--- src/rtl/eth_rxaf_pkg.sv ---
package eth_rxaf_pkg;
  typedef enum logic [1:0] {
    MM_NONE     = 2'b00,
    MM_ALL      = 2'b01,
    MM_UNI_BC   = 2'b10,
    MM_UNI_BC_G = 2'b11
  } match_mode_e;

  localparam int ADDR_BYTES = 6;
  localparam int FCS_BYTES  = 4;
  localparam int BYTE_W     = 8;
endpackage

--- src/rtl/eth_rxaf_match.sv ---
module eth_rxaf_match
  import eth_rxaf_pkg::*;
#(
  parameter int NBYTES = ADDR_BYTES,
  parameter int DW     = BYTE_W
) (
  input  logic              clk,
  input  logic              rst_n,
  input  logic              in_valid,
  input  logic              in_hs,
  input  logic              first,
  input  logic              last,
  input  logic [DW-1:0]     data,
  input  logic [NBYTES*DW-1:0] addr,
  input  logic [1:0]        mode,
  output logic              go,
  output logic              accept_q,
  output logic              reject_q,
  output logic              live_q
);
  localparam int IDXW     = $clog2(NBYTES + 1);
  localparam int LAST_IDX = NBYTES - 1;

  logic [IDXW-1:0] idx_q;
  logic            in_da_q;
  logic            sta_q, bc_q, grp_q;

  logic [IDXW-1:0] k;
  logic            da;
  logic            sta_c, bc_c, grp_c;
  logic            sta_n, bc_n, grp_n;
  logic            live_c;
  logic            keep;
  logic            rej_c, dec_c;
  logic [NBYTES-1:0] eq;
  logic            sta_hit;
  match_mode_e     mm;

  assign mm = match_mode_e'(mode);

  // per-byte comparators against the station address
  for (genvar i = 0; i < NBYTES; i++) begin : g_cmp
    assign eq[i] = (data == addr[i*DW +: DW]);
  end

  assign k      = first ? '0 : idx_q;
  assign da     = first | in_da_q;
  assign sta_c  = first | sta_q;
  assign bc_c   = first | bc_q;
  assign grp_c  = first | grp_q;
  assign live_c = first | live_q;

  always_comb begin
    sta_hit = 1'b0;
    for (int i = 0; i < NBYTES; i++) begin
      if (k == IDXW'(i)) sta_hit = eq[i];
    end
  end

  assign sta_n = sta_c & sta_hit;
  assign bc_n  = bc_c & (data == {DW{1'b1}});
  assign grp_n = grp_c & ((k != '0) | data[0]);

  always_comb begin
    unique case (mm)
      MM_NONE:     keep = 1'b0;
      MM_ALL:      keep = 1'b1;
      MM_UNI_BC:   keep = sta_n | bc_n;
      MM_UNI_BC_G: keep = sta_n | bc_n | grp_n;
      default:     keep = 1'b0;
    endcase
  end

  assign rej_c = in_valid & da & live_c & ~keep;
  assign dec_c = in_valid & da & live_c & keep &
                 ((mm == MM_ALL) | (k == IDXW'(LAST_IDX)));
  assign go    = in_valid & live_c & ~rej_c;

  always_ff @(posedge clk) begin
    if (!rst_n) begin
      idx_q    <= '0;
      in_da_q  <= 1'b0;
      sta_q    <= 1'b0;
      bc_q     <= 1'b0;
      grp_q    <= 1'b0;
      live_q   <= 1'b0;
      accept_q <= 1'b0;
      reject_q <= 1'b0;
    end else begin
      reject_q <= in_hs & rej_c;
      if (in_hs) begin
        if (da) begin
          sta_q <= sta_n;
          bc_q  <= bc_n;
          grp_q <= grp_n;
          idx_q <= k + IDXW'(1);
        end
        in_da_q <= da & ~rej_c & ~dec_c & ~last;
        live_q  <= go & ~last;
        if (first)      accept_q <= dec_c;
        else if (dec_c) accept_q <= 1'b1;
      end
    end
  end
endmodule

--- src/rtl/eth_rxaf_strip.sv ---
module eth_rxaf_strip
  import eth_rxaf_pkg::*;
#(
  parameter int DW    = BYTE_W,
  parameter int DEPTH = FCS_BYTES
) (
  input  logic          clk,
  input  logic          rst_n,
  input  logic          in_valid,
  input  logic          in_hs,
  input  logic          first,
  input  logic          last,
  input  logic          go,
  input  logic [DW-1:0] data,
  input  logic          out_ready,
  output logic          in_ready,
  output logic          out_valid,
  output logic [DW-1:0] out_data,
  output logic          out_last
);
  localparam int CW = $clog2(DEPTH + 1);

  logic [DW-1:0] line_q [DEPTH];
  logic [CW-1:0] cnt_q;
  logic          full;

  // a new frame starts with an empty line regardless of leftovers
  assign full      = (cnt_q == CW'(DEPTH)) & ~first;
  assign out_valid = in_valid & go & full;
  assign in_ready  = ~(go & full) | out_ready;
  assign out_data  = line_q[DEPTH-1];
  assign out_last  = last;

  for (genvar i = 0; i < DEPTH; i++) begin : g_line
    always_ff @(posedge clk) begin
      if (!rst_n) begin
        line_q[i] <= '0;
      end else if (in_hs && go) begin
        if (i == 0) line_q[i] <= data;
        else        line_q[i] <= line_q[(i == 0) ? 0 : i-1];
      end
    end
  end

  always_ff @(posedge clk) begin
    if (!rst_n) begin
      cnt_q <= '0;
    end else if (in_hs) begin
      if (!go || last)          cnt_q <= '0;
      else if (first)           cnt_q <= CW'(1);
      else if (!full)           cnt_q <= cnt_q + CW'(1);
    end
  end
endmodule

--- src/rtl/eth_rx_addr_filter.sv ---
module eth_rx_addr_filter
  import eth_rxaf_pkg::*;
(
  input  logic        clk,
  input  logic        rst_n,
  input  logic [1:0]  match_mode,
  input  logic [47:0] station_addr,
  input  logic        in_valid,
  output logic        in_ready,
  input  logic [7:0]  in_data,
  input  logic        sof,
  input  logic        eof,
  output logic        out_valid,
  input  logic        out_ready,
  output logic [7:0]  out_data,
  output logic        out_last,
  output logic        accept,
  output logic        reject,
  output logic        fwd_en
);
  logic in_hs;
  logic go;
  logic live_q;

  assign in_hs  = in_valid & in_ready;
  assign fwd_en = live_q;

  eth_rxaf_match #(.NBYTES(ADDR_BYTES), .DW(BYTE_W)) i_match (
    .clk      (clk),
    .rst_n    (rst_n),
    .in_valid (in_valid),
    .in_hs    (in_hs),
    .first    (sof),
    .last     (eof),
    .data     (in_data),
    .addr     (station_addr),
    .mode     (match_mode),
    .go       (go),
    .accept_q (accept),
    .reject_q (reject),
    .live_q   (live_q)
  );

  eth_rxaf_strip #(.DW(BYTE_W), .DEPTH(FCS_BYTES)) i_strip (
    .clk       (clk),
    .rst_n     (rst_n),
    .in_valid  (in_valid),
    .in_hs     (in_hs),
    .first     (sof),
    .last      (eof),
    .go        (go),
    .data      (in_data),
    .out_ready (out_ready),
    .in_ready  (in_ready),
    .out_valid (out_valid),
    .out_data  (out_data),
    .out_last  (out_last)
  );
endmodule

--- config.mk ---
export PLATFORM = sky130hd
export DESIGN_NAME = eth_rx_addr_filter
export DESIGN_NICKNAME = d
export VERILOG_FILES = /design/src/rtl/eth_rxaf_pkg.sv /design/src/rtl/eth_rxaf_match.sv /design/src/rtl/eth_rxaf_strip.sv /design/src/rtl/eth_rx_addr_filter.sv
export SDC_FILE = /design/constraint.sdc
export NUM_CORES = 1
export LEC_CHECK = 0
export ABC_AREA = 1
export BUFFER_PORTS_ARGS = -buffer_cell sky130_fd_sc_hd__buf_4
export CAP_MARGIN = 30
export CORE_ASPECT_RATIO = 0.75
export CORE_MARGIN = 5
export CORE_UTILIZATION = 50
export CTS_CLUSTER_SIZE = 25
export DETAILED_ROUTE_END_ITERATION = 8
export PLACE_DENSITY = 0.76
export SLEW_MARGIN = 40
export SYNTH_ARGS = -nofsm -noshare
export SYNTH_HDL_FRONTEND = slang
export SYNTH_SLANG_ARGS = --single-unit
--- constraint.sdc ---
create_clock -name clk -period 7.4 [get_ports clk]
set_input_delay 1.11 -clock clk [delete_from_list [all_inputs] [get_ports clk]]
set_output_delay 1.11 -clock clk [all_outputs]
set_load 0.02 [all_outputs]
==> results of run 1 <==
[worst paths after layout]
path | endpoint | slack (ns) | cells after the start
max | i_strip.line_q[2][7]$_SDFFCE_PN0P_ | 2.99 | 22
min | i_match.accept_q$_SDFFE_PN0P_ | 0.48 | 2
max reg2reg | i_strip.line_q[2][7]$_SDFFCE_PN0P_ | 3.64 | 22
min reg2reg | i_match.accept_q$_SDFFE_PN0P_ | 0.48 | 2
[cell usage after synthesis]
cell type | number | area share
nand3b_1 | 1 | 0.0024
nand3_1 | 9 | 0.014
buf_2 | 4 | 0.0064
nor3_2 | 29 | 0.092
o21ai_0 | 6 | 0.0096
or2_2 | 5 | 0.010
o22ai_1 | 3 | 0.0060
nand3_2 | 3 | 0.0096
dfxtp_1 | 13 | 0.083
buf_4 | 4 | 0.0096
ha_1 | 7 | 0.028
nand2_4 | 2 | 0.0072
o21a_1 | 1 | 0.0024
inv_4 | 2 | 0.0040
nor3b_1 | 1 | 0.0024
nor2_1 | 42 | 0.050
nor4_1 | 2 | 0.0040
or2_1 | 6 | 0.012
nand4_4 | 2 | 0.014
buf_6 | 5 | 0.018
nor2_2 | 2 | 0.0040
clkinv_1 | 1 | 0.0012
inv_2 | 8 | 0.0096
edfxtp_1 | 32 | 0.31
inv_1 | 66 | 0.079
xnor2_1 | 19 | 0.053
nand4_1 | 10 | 0.020
o211ai_1 | 1 | 0.0024
a41oi_1 | 1 | 0.0028
xor2_1 | 5 | 0.014
a21oi_1 | 5 | 0.0080
nor3_1 | 4 | 0.0064
nand2_2 | 2 | 0.0040
nand2_1 | 85 | 0.10
clkbuf_1 | 3 | 0.0036
[cell type report]
type,instances,area (µm²),area share
flip-flops and latches,45,1220,0.319
well taps,81,101,0.0265
inverters,77,294,0.0768
clock buffers,6,72.6,0.0190
multi-input cells,253,1510,0.394
repair buffers,79,593,0.155
clock inverters,2,38.8,0.0101
[metrics by stage]
| step | instance area [µm²] | worst slack (ns) | total power [mW] | hold slack (ns) | std cells |
|---|---|---|---|---|---|
| floorplan | 3140 | 3.36 | 0.376 | 0.454 | 391 |
| global placement | 3720 | 2.89 | 0.419 | 0.458 | 535 |
| detailed placement | 3720 | 2.73 | 0.422 | 0.468 | 535 |
| CTS | 3830 | 2.99 | 0.610 | 0.481 | 543 |
| global route | 3830 | 2.73 | 0.636 | 0.495 | 543 |
| finish | 3830 | 2.99 | 0.606 | 0.477 | 543 |
[routing by layer]
layer  vias up  track usage  share of wire
li1       1359            -              -
met1      1199        0.238           0.45
met2        64        0.302           0.49
met3         8       0.0391          0.051
met4         0       0.0438          0.010
met5         -            0              0
[registers in the layout, indices dropped and copies added (netlist names)]
| register | flops |
|---|---|
| i_match.bc_q | 1 |
| i_match.grp_q | 1 |
| i_match.live_q | 1 |
| i_match.in_da_q | 1 |
| i_match.accept_q | 1 |
| i_strip.line_q | 32 |
| i_match.idx_q | 3 |
| i_strip.cnt_q | 3 |
| i_match.sta_q | 1 |
| i_match.reject_q | 1 |
[cells by family after synthesis]
family | count (synthesis)
AO/OA/AOI/OAI | 17
XOR/XNOR | 24
adder cells (fa/ha/maj) | 7
buffers and inverters | 93
flip-flops | 45
AND/OR/NAND/NOR | 205
[power by group through the flow]
stage | clock, mW | sequential [mW] | combinational (mW)
2_1_floorplan | 0 | 0.297 | 0.0790
3_3_place_gp | 0 | 0.294 | 0.126
3_5_place_dp | 0 | 0.294 | 0.128
4_1_cts | 0.192 | 0.288 | 0.129
5_1_grt | 0.203 | 0.290 | 0.144
6_report | 0.190 | 0.288 | 0.129
[worst min-delay path, cell delays in order (launching register included)]
cell and delay (ns):
dfxtp_1 0.33, nand3_1 0.07, nand2_1 0.04
==> flow_metrics.tcl, run 1 <==
set metrics [dict create \
    coreArea_um2 6190 \
    synth_seq_cells 45 \
    std_cell_rows 25 \
    clockBufferDepth 2 \
    syn_avg_cell_area_um2 8.03 \
    r2r_start "i_match.idx_q[0]$_SDFFE_PN0P_" \
    crit_start "sof" \
    syn_area_um2 3140 \
    synthXorXnorAreaFrac 0.0670 \
    dp_hpwl_um 5400 \
    utilization 0.618 \
    synth_mux_area_frac 0 \
    final.period_utilization 0.596 \
    cp-end-kind "flop" \
    cts_max_level 2 \
    path_clk_slew_ns 0.09 \
    gp_congestion 0.874 \
    drt-pass1-iter-count 5 \
    grt_max_degree 36 \
    yosys_warnings 0 \
    cp_max_fo 33 \
    fin_nets 532 \
    root_buffer "clkbuf_8" \
    numClockSinks 45 \
    p_leak_nw 1.79 \
    power_density_nw_per_um2 158 \
    seq_power_share 0.475 \
    grt_remaining_overflow 0 \
    ctsHoldBuffers 0 \
    dieWidth_um 101 \
    comb_power_share 0.212 \
    start_util 0.507 \
    min-delay-start "i_match.accept_q$_SDFFE_PN0P_" \
    fmax_mhz 227 \
    die_h_um 78.6 \
    synth-simple-area-share 0.354 \
    vias_per_cell 4.84 \
    grt_pass1_wl_um 11500 \
    yosysUniqueCellTypes 35 \
    cp_data_arrival_time_ns 4.39 \
    crit_family "simple AND/OR/NAND/NOR gates" \
    final.setup_skew_ns 0.0116 \
    crit_path_start_kind "input port" \
    io_pins 78 \
    wl_per_cell_um 12.9 \
    seq_area_frac_synth 0.389 \
    cts_buffers 5 \
    p_clk_frac 0.313 \
    synth_top_family_by_area "simple AND/OR/NAND/NOR gates" \
    synth_adder_area_share 0.0279 \
    worst_pin_slew_ns 0.666 \
    criticalPathCategory "input port to flop" \
    grt_usage 0.181 \
    final_common_cell "nand2_1" \
    status "finished clean" \
    grt_pass1_vias 2536 \
    n_antenna_cell 0 \
    syn_inst 391 \
    hold_violations 0 \
    p_sw_uw 166 \
    drt_iter0_markers 84 \
    final_layout_size_suffix_gt1_frac 0.305 \
    post_cts.repair.setup_buffers 0 \
    period_minus_slack_ns 4.41 \
    worstSkewPairLatency_ns 0.30 \
    rsz0062_at_grt "no" \
    hold_class "flop to flop" \
    ir_drop_mv 0.0923 \
    area_growth_syn_to_layout_pct 21.9 \
    critical_path_buf_inv_count 4 \
    slew_viol_final 0 \
    wl_um 7020 \
    final_cell_mix "nand2_1 (85), buf_4 (79), inv_1 (66)" \
    setup_viol 0 \
    required_ns 7.38 \
    syn_nets 462 \
    max_stage_delay_ns 0.53 \
    portBuffers 77 \
    die_area_um2 7980 \
    max_slew_margin 0.555 \
    p_int_uw 440 \
    antenna_found_initial 0 \
    crit_top_cell "nand2_1" \
    cts_tree "built" \
    worstPathCellList "buf_4 > nor2_1 > inv_1 > ha_1 > inv_1 > nor2_1 > nand2_1 > nor2_1 > nand3_1 > nand3_1 > nand2_1 > nand2_1 > nand2_1 > nand2_1 > nand2_1 > nand3_2 > nand2_2 > nand2_4 > nand4_4 > nand4_4 > nand2_1 > buf_4" \
    finalSetupTns_ns 0 \
    via_count 2630 \
    cts_resized 0 \
    maxCapViolations 0 \
    num-fill-cells 565 \
    swShare 0.274 \
    drc 0 \
    detail-route-antenna-nets 0 \
    crit_path_top_delay_cell "nand4_4" \
    synth_compound_area_frac 0.0311 \
]
Power figures use the tool's default switching activity.
==> run 2: changes to the inputs <==
Settings changed: CORE_UTILIZATION 50 to 49, PLACE_DENSITY 0.76 to 0.77.
Clock period 7.4 ns to 3.95 ns, I/O delays scaled along.
==> flow_metrics.tcl, run 2 (synthesis results as in run 1) <==
set metrics [dict create \
    power_density_nw_per_um2 296 \
    final_common_cell "nand2_1" \
    detail-route-antenna-nets 0 \
    via_count 2649 \
    worst-r2r-setup-slack_ns 1.18 \
    p_leak_nw 1.80 \
    die_h_um 79.3 \
    ctsHoldBuffers 0 \
    drc 0 \
    grt_remaining_overflow 0 \
    cts_max_level 2 \
    dp_hpwl_um 5260 \
    setup_viol 0 \
    gp_congestion 0.898 \
    reg2reg_depth 21 \
    ir_drop_mv 0.191 \
    area_growth_syn_to_layout_pct 22.2 \
    crit_path_top_delay_cell "ha_1" \
    num-fill-cells 563 \
    maxCapViolations 0 \
    grt_usage 0.173 \
    crit_top_cell "nand2_1" \
    antenna_found_initial 0 \
    grt_pass1_wl_um 11400 \
    rsz0062_at_grt "no" \
    cp_data_arrival_time_ns 2.54 \
    final.period_utilization 0.794 \
    clockBufferDepth 2 \
    cts_resized 0 \
    r2r_start "i_match.idx_q[1]$_SDFFE_PN0P_" \
    status "finished clean" \
    crit_path_start_kind "input port" \
    vias_per_cell 4.87 \
    multiInputGateArea_um2 1510 \
    utilization 0.613 \
    portBuffers 77 \
    post_cts.repair.setup_buffers 0 \
    worstPathCellList "buf_4 > nor2_1 > inv_1 > ha_1 > nand2_1 > nand2_1 > nor2_1 > nand3_1 > nand3_1 > nand2_1 > nand2_1 > nand2_1 > nand2_1 > nand2_1 > nand3_2 > nand2_2 > nand2_4 > nand2_1 > nor2_1 > buf_4" \
    period_minus_slack_ns 3.14 \
    hold_class "flop to flop" \
    io_pins 78 \
    drt-pass1-iter-count 4 \
    largest_reg_flops 32 \
    coreArea_um2 6260 \
    reg.largest.list "i_strip.line_q: 32 flops, i_match.idx_q: 3 flops, i_strip.cnt_q: 3 flops" \
    cp_max_fo 10 \
    grt_max_degree 33 \
    max_slew_margin 0.535 \
    dieWidth_um 102 \
    holdPathEnd "i_match.accept_q$_SDFFE_PN0P_" \
    start_util 0.502 \
    rr_endpoint "i_strip.line_q[2][7]$_SDFFCE_PN0P_" \
    seq_area_um2 1220 \
    max_stage_delay_ns 0.20 \
    final.setup_skew_ns 0.0128 \
    grt_pass1_vias 2584 \
    std_cell_rows 25 \
    root_buffer "clkbuf_8" \
    die_area_um2 8120 \
    min_path_cells 2 \
    hold_violations 0 \
    criticalPathCategory "input port to primary output" \
    required_ns 3.36 \
    cts_buffers 5 \
    wl_per_cell_um 12.4 \
    numClockSinks 45 \
    cts_tree "built" \
    wl_um 6760 \
    worst_pin_slew_ns 0.693 \
    slew_viol_final 0 \
    min-delay-start "i_match.accept_q$_SDFFE_PN0P_" \
    drt_iter0_markers 113 \
    final_cell_mix "nand2_1 (85), buf_4 (80), inv_1 (66)" \
    path_clk_slew_ns 0.08 \
    fmax_mhz 319 \
    finalSetupTns_ns 0 \
    top_register "i_strip.line_q" \
    cp-end-kind "primary output" \
    n_antenna_cell 0 \
    final_layout_size_suffix_gt1_frac 0.307 \
    fin_nets 533 \
    worstSkewPairLatency_ns 0.30 \
]
[run 2: changes by cell type in the layout (fill, tap and decap cells not counted), sizes merged]
cell and delta:
buf +1
[run 2: worst max-delay path by stage]
stage | from | end | slack (ns) | depth (start not counted)
after floorplan | sof | i_strip.line_q[0][0]$_SDFFCE_PN0P_ | 0.42 | 22
after global placement | sof | i_strip.line_q[2][0]$_SDFFCE_PN0P_ | 0.84 | 21
after detailed placement | sof | i_strip.line_q[2][7]$_SDFFCE_PN0P_ | 0.71 | 21
after CTS | sof | out_valid | 0.80 | 20
after global routing | sof | out_valid | 0.52 | 20
final | sof | out_valid | 0.81 | 20
[run 2: metal layers]
metal / up-vias / global-route usage / routed length [µm]
li1: 1362 / - / -
met1: 1218 / 0.230 / 3010
met2: 59 / 0.293 / 3350
met3: 10 / 0.0342 / 314
met4: 0 / 0.0354 / 88
met5: - / 0 / 0
[run 2: critical path, delay by kind of cell]
kind | cells | cell delay [ns]
AND/OR/NAND/NOR | 16 | 1.34
buffers and inverters | 3 | 0.41
adder cells (fa/ha/maj) | 1 | 0.20
[run 2: layout make-up]
type                    instances  area share
multi-input cells             253       0.393
well taps                      81      0.0264
inverters                      77      0.0767
repair buffers                 80       0.157
clock inverters                 2      0.0101
flip-flops and latches         45       0.318
clock buffers                   6      0.0189
[run 2: metrics by stage]
step	power, mW	instance area (µm²)	hold slack [ns]	setup slack [ns]	cells
global placement	0.784	3720	0.457	0.837	536
CTS	1.14	3830	0.483	0.803	544
global route	1.19	3830	0.529	0.524	544
floorplan	0.704	3140	0.454	0.424	391
finish	1.13	3830	0.475	0.813	544
detailed placement	0.792	3720	0.470	0.712	536
[run 2: power breakdown]
part           switching (mW)  leakage, nW  internal (mW)  total, mW
registers             0.00825        0.442          0.531      0.539
logic                   0.137         1.30          0.104      0.241
clock network           0.164       0.0554          0.190      0.354
total                   0.309         1.80          0.825       1.13
